`src/rtl/gd_pkg.sv`:
```
package gd_pkg;

  // Falling transition between two successive samples.
  function automatic logic falling(input logic prev, input logic cur);
    return prev & ~cur;
  endfunction

  // A comparator fall ends the drive only when enabled, outside blanking,
  // not on the carrier transition cycle, and not already terminated.
  function automatic logic trip_ok(input logic en, input logic fall,
                                   input logic blanked, input logic new_half,
                                   input logic already);
    return en & fall & ~blanked & ~new_half & ~already;
  endfunction

endpackage

```
`src/rtl/gd_cmp_edge.sv`:
```
module gd_cmp_edge #(
  parameter int SYNC_STAGES = 2
) (
  input  logic clk,
  input  logic rst_n,
  input  logic cmp_raw,
  output logic cmp_fall
);
  logic [SYNC_STAGES-1:0] chain;
  logic                   last_q;

  always_ff @(posedge clk) begin
    if (!rst_n) begin
      chain  <= '1;
      last_q <= 1'b1;
    end else begin
      chain  <= {chain[SYNC_STAGES-2:0], cmp_raw};
      last_q <= chain[SYNC_STAGES-1];
    end
  end

  assign cmp_fall = gd_pkg::falling(last_q, chain[SYNC_STAGES-1]);
endmodule

```
`src/rtl/gd_blank_timer.sv`:
```
module gd_blank_timer #(
  parameter int W = 8
) (
  input  logic         clk,
  input  logic         rst_n,
  input  logic         start,
  input  logic [W-1:0] length,
  output logic         active
);
  logic [W-1:0] cnt;

  always_ff @(posedge clk) begin
    if (!rst_n)          cnt <= '0;
    else if (start)      cnt <= length;
    else if (cnt != '0)  cnt <= cnt - 1'b1;
  end

  assign active = (cnt != '0);
endmodule

```
`src/rtl/gd_leg.sv`:
```
module gd_leg #(
  parameter int W = 4
) (
  input  logic         clk,
  input  logic         rst_n,
  input  logic         en,
  input  logic         want_hi,
  input  logic [W-1:0] dead,
  output logic         hi,
  output logic         lo
);
  logic [W-1:0] gap;

  always_ff @(posedge clk) begin
    if (!rst_n || !en) begin
      hi  <= 1'b0;
      lo  <= 1'b0;
      gap <= '0;
    end else if (hi && !want_hi) begin
      hi  <= 1'b0;
      gap <= dead;
    end else if (lo && want_hi) begin
      lo  <= 1'b0;
      gap <= dead;
    end else if (gap != '0) begin
      gap <= gap - 1'b1;
    end else if (!hi && !lo) begin
      hi <= want_hi;
      lo <= ~want_hi;
    end
  end
endmodule

```
`src/rtl/bridge_limit_drv.sv`:
```
module bridge_limit_drv #(
  parameter int BLANK_W     = 8,
  parameter int DEAD_W      = 4,
  parameter int SYNC_STAGES = 2
) (
  input  logic               clk,
  input  logic               rst_n,
  input  logic               enable,
  input  logic               pwm_carrier,
  input  logic [BLANK_W-1:0] blank_cycles,
  input  logic [DEAD_W-1:0]  dead_cycles,
  input  logic               cmp_ok,
  output logic               a_hi,
  output logic               a_lo,
  output logic               b_hi,
  output logic               b_lo,
  output logic               limit_evt,
  output logic               term_flag
);
  localparam int NLEG = 2;

  logic            carrier_q;
  logic            hc_start;
  logic            cmp_fall;
  logic            blank_active;
  logic            trip;
  logic            term_q;
  logic            evt_q;
  logic            kill;
  logic [NLEG-1:0] want_hi;
  logic [NLEG-1:0] leg_hi;
  logic [NLEG-1:0] leg_lo;

  always_ff @(posedge clk) begin
    if (!rst_n) carrier_q <= 1'b0;
    else        carrier_q <= pwm_carrier;
  end

  assign hc_start = pwm_carrier ^ carrier_q;

  gd_cmp_edge #(.SYNC_STAGES(SYNC_STAGES)) i_edge (
    .clk(clk), .rst_n(rst_n), .cmp_raw(cmp_ok), .cmp_fall(cmp_fall)
  );

  gd_blank_timer #(.W(BLANK_W)) i_blank (
    .clk(clk), .rst_n(rst_n), .start(hc_start),
    .length(blank_cycles), .active(blank_active)
  );

  assign trip = gd_pkg::trip_ok(enable, cmp_fall, blank_active, hc_start, term_q);

  always_ff @(posedge clk) begin
    if (!rst_n) begin
      term_q <= 1'b0;
      evt_q  <= 1'b0;
    end else begin
      evt_q <= trip;
      if (hc_start)  term_q <= 1'b0;
      else if (trip) term_q <= 1'b1;
    end
  end

  // Upper switch of the active leg is killed on the trip edge itself.
  assign kill       = (term_q & ~hc_start) | trip;
  assign want_hi[0] = pwm_carrier & ~kill;
  assign want_hi[1] = ~pwm_carrier & ~kill;

  for (genvar i = 0; i < NLEG; i++) begin : g_leg
    gd_leg #(.W(DEAD_W)) i_leg (
      .clk(clk), .rst_n(rst_n), .en(enable), .want_hi(want_hi[i]),
      .dead(dead_cycles), .hi(leg_hi[i]), .lo(leg_lo[i])
    );
  end

  assign a_hi      = leg_hi[0];
  assign a_lo      = leg_lo[0];
  assign b_hi      = leg_hi[1];
  assign b_lo      = leg_lo[1];
  assign limit_evt = evt_q;
  assign term_flag = term_q;
endmodule

```
`config.mk`:
```
export PLATFORM = sky130hd
export DESIGN_NAME = bridge_limit_drv
export DESIGN_NICKNAME = d
export VERILOG_FILES = /design/src/rtl/gd_pkg.sv /design/src/rtl/gd_cmp_edge.sv /design/src/rtl/gd_blank_timer.sv /design/src/rtl/gd_leg.sv /design/src/rtl/bridge_limit_drv.sv
export SDC_FILE = /design/constraint.sdc
export NUM_CORES = 1
export LEC_CHECK = 0
export ABC_AREA = 0
export BUFFER_PORTS_ARGS = -buffer_cell sky130_fd_sc_hd__buf_2
export CAP_MARGIN = 20
export CORE_ASPECT_RATIO = 0.6
export CORE_MARGIN = 4
export CORE_UTILIZATION = 45
export CTS_BUF_LIST = sky130_fd_sc_hd__clkbuf_16
export CTS_CLUSTER_DIAMETER = 50
export DETAILED_ROUTE_END_ITERATION = 12
export GPL_TIMING_DRIVEN = 1
export HOLD_SLACK_MARGIN = 0.05
export PLACE_DENSITY_LB_ADDON = 0.05
export SLEW_MARGIN = 25
export SYNTH_ARGS = -nofsm -noshare
export SYNTH_HDL_FRONTEND = slang
export SYNTH_SLANG_ARGS = --single-unit
```
`constraint.sdc`:
```
create_clock -name clk -period 3.1 [get_ports clk]
set_input_delay 0.465 -clock clk [delete_from_list [all_inputs] [get_ports clk]]
set_output_delay 0.465 -clock clk [all_outputs]
set_load 0.1 [all_outputs]
```
==> summary.txt <==
Clocking
  – CTS Buffer Depth: 2
  – Post-CTS setup buffer count: 0
  – CTS resizes: 0
  – TritonCTS clock tree: built
  – Worst-path clk slew: 0.06 ns
  – Clock latency at the later pin of the worst-skew pair: 0.26 ns
  – CTS sink count: 26
  – Root Buffer: clkbuf_16
  – H-tree Lvls: 1
  – Hold_buf cts: 0
  – Total CTS buffers: 3

Timing
  – RSZ-0062 raised after global routing: false
  – # setup viols final: 0
  – Max_slew headroom: 51.8%
  – Fin crit period: 2.00 ns
  – Fin crit share: 64.6%
  – Worst Skew: 0.00287 ns
  – Setup TNS: 0 ns
  – Fmax: 500 MHz
  – Worst setup slack after layout: 1.10 ns
  – Final Max Slew Viols: 0
  – Final count of hold timing violations: 0
  – Worst Max-Slew Pin Slew: 0.715 ns

Setup path
  – Worst Setup Start Kind: register
  – Setup slack, reg-to-reg: 1.10 ns
  – Critical path arrival: 2.11 ns
  – Critical Path RT: 3.21 ns
  – Crit Path Category: reg2reg
  – Setup crit end kind: register
  – Crit path max fanout: 6

Synthesis
  – Cell variety after synth: 37
  – Synthesized area: 0.00139 mm2
  – Synth Warn #: 0
  – Cells after synthesis: 156
  – Sequential-to-total area share from yosys stat: 37.6%
  – Syn avg cell area: 8.88 um2
  – Register bit total from synthesis: 26
  – Syn Nets: 179

Worst hold path
  – Hold WC Path Type: in2reg

Run status
  – Outcome: finished, final reports clean

Placement
  – Port Buffers: 22
  – DP Wirelength: 2230 um
  – Dpl ws: 1.10 ns
  – Routability cong.: 0.817

Drt
  – Post-route ant nets: 0
  – Drt wl/cell: 12.8 um
  – Post-Route WL: 2830 um
  – DRC Markers: 0
  – Routed vias: 1129
  – Router iterations before antenna repair: 4
  – 1st-iter DRT viols: 69
  – Vias/cell: 5.13

Die
  – Die Footprint: 0.00406 mm2
  – Core ar.: 0.00291 mm2
  – Initial Util: 47.6%
  – # rows: 15
  – Die Span Y: 51.0 um
  – Number of I/O pins: 23
  – Die width: 79.6 um

Final layout
  – Nets@finish: 203
  – Antenna Cells: 0
  – Area grow syn2layout: 16.8%
  – Fraction of layout cells with a size suffix above 1: 19.1%
  – # fillers: 262

Power and ir drop
  – Flop pwr share: 39.7%
  – Sw frac: 34.3%
  – Worst VDD drop: 0.287 mV
  – Clock Power Share: 26.2%
  – Combinational fraction of design power: 34.1%
  – Power density cells: 657 mW/mm2
  – Internal power: 0.000698 W
  – Pleak: 0.666 nW
  – Switching Power: 0.000365 W

Global routing
  – Vias in the first global route: 971
  – Initial antenna violation count: 0
  – Grt ovf: 0
  – Overall Global Routing Usage: 15.5%
  – First-pass GRT wire length: 4820 um
  – Pin count of the biggest net entering global routing: 16

Run
  – Max-cap viol count: 0
-- power by group through the flow --
stage,sequential (W),clock [W],combinational (W)
after floorplan,0.000457,0,0.000261
after global placement,0.000427,0,0.000352
after detailed placement,0.000427,0,0.000360
after CTS,0.000421,0.000286,0.000363
after global routing,0.000427,0.000299,0.000407
final,0.000422,0.000279,0.000363
-- final timing paths --
check             cells past startpoint              end            start
setup / recovery                      6   i_blank.cnt[7]   i_blank.cnt[0]
hold / removal                        2  i_edge.chain[0]           cmp_ok
setup reg to reg                      6   i_blank.cnt[7]   i_blank.cnt[0]
hold reg to reg                       1  i_edge.chain[1]  i_edge.chain[0]
-- metrics by stage --
stage | cells | total power (W) | utilization (%) | hold slack [ns] | area, um2
after floorplan | 156 | 0.000718 | - | 0.386 | 1390
after global placement | 217 | 0.000779 | 52.8 | 0.401 | 1540
after detailed placement | 217 | 0.000787 | 52.8 | 0.401 | 1540
after CTS | 220 | 0.00107 | 55.4 | 0.383 | 1610
after global routing | 220 | 0.00113 | 55.6 | 0.388 | 1620
final | 220 | 0.00106 | 55.6 | 0.386 | 1620
-- registers in the layout, summed over array words and instances, names as in the netlist --
signal	cells
g_leg.i_leg.hi	2
i_edge.last_q	1
i_blank.cnt	8
limit_evt	1
g_leg.i_leg.gap	8
g_leg.i_leg.lo	2
i_edge.chain	2
carrier_q	1
term_flag	1
-- synthesized netlist by cell type --
cell | count | area [um2]
nand2b_1 | 3 | 18.8
nand4_1 | 1 | 6.26
nor2_1 | 17 | 63.8
a221oi_4 | 2 | 52.6
a21boi_0 | 3 | 22.5
inv_1 | 10 | 37.5
clkbuf_1 | 2 | 7.51
a211oi_1 | 5 | 37.5
o2bb2ai_1 | 1 | 8.76
nand3_1 | 3 | 15.0
nor3b_2 | 1 | 12.5
xor2_1 | 5 | 43.8
nor4_1 | 1 | 6.26
nor3b_1 | 1 | 7.51
nor4_4 | 1 | 21.3
o211ai_1 | 1 | 7.51
buf_2 | 1 | 5.00
o21ai_0 | 7 | 35.0
and2_1 | 4 | 25.0
nand2_1 | 20 | 75.1
a311oi_1 | 1 | 8.76
ha_1 | 6 | 75.1
mux2i_1 | 4 | 40.0
o31ai_1 | 1 | 7.51
a31oi_4 | 1 | 21.3
and4bb_2 | 1 | 12.5
dfxtp_1 | 26 | 521
nor2b_1 | 2 | 12.5
or4_1 | 1 | 7.51
nor3_1 | 5 | 25.0
xnor2_1 | 7 | 61.3
a21o_1 | 1 | 7.51
and3_4 | 1 | 11.3
a21oi_1 | 5 | 25.0
o2111ai_1 | 1 | 8.76
a211oi_2 | 1 | 12.5
or3_1 | 3 | 18.8
-- final cells by class --
| cell class | instances | area (um2) | share of cell area [%] |
|---|---|---|---|
| Clock buffer | 3 | 75.1 | 4.64 |
| Inverter | 10 | 37.5 | 2.32 |
| Multi-Input combinational cell | 117 | 822 | 50.8 |
| Sequential cell | 26 | 520 | 32.2 |
| Tap cell | 42 | 52.6 | 3.25 |
| Timing Repair Buffer | 22 | 110 | 6.81 |
-- metal layers --
metal	wire length (um)	vias to the layer above	part of all wire (%)	global-route usage, %
met2	1060	25	38	19.7
met4	14	0	0.50	3.43
met3	143	2	5.1	5.11
met1	1610	508	57	24.4
li1	-	594	-	-
met5	0	-	0	0
-- worst max-delay path: stages (launching register included) --
cell and delay [ns]:
dfxtp_1 0.32, inv_1 0.13, ha_1 0.16, nor3b_2 0.36
nand2_1 0.19, o21ai_0 0.61, a211oi_1 0.09
-- cells in the final DEF, fill, tap and decap left out, drive strengths merged, types with 2 or more instances in the layout --
| master | netlist | layout |
|---|---|---|
| nor3 | 5 | 5 |
| clkbuf | 2 | 3 |
| xor2 | 5 | 5 |
| o21ai | 7 | 7 |
| nor2 | 17 | 17 |
| nor2b | 2 | 2 |
| xnor2 | 7 | 7 |
| ha | 6 | 6 |
| nand2 | 20 | 20 |
| inv | 10 | 10 |
| nor4 | 2 | 2 |
| nor3b | 2 | 2 |
| a221oi | 2 | 2 |
| mux2i | 4 | 4 |
| a211oi | 6 | 6 |
| a21oi | 5 | 5 |
| and2 | 4 | 4 |
| dfxtp | 26 | 26 |
| buf | 1 | 22 |
| or3 | 3 | 3 |
| nand2b | 3 | 3 |
| a21boi | 3 | 3 |
| nand3 | 3 | 3 |
-- cell families after synthesis --
| group | share of synthesized area (%) |
|---|---|
| buf+inv | 3.61 |
| compound gates | 18.4 |
| flops | 37.6 |
| fa+ha+maj | 5.42 |
| mux | 2.89 |
| simple gates | 24.5 |
| xor+xnor | 7.59 |
No activity file was read; power rests on OpenSTA's default activity.
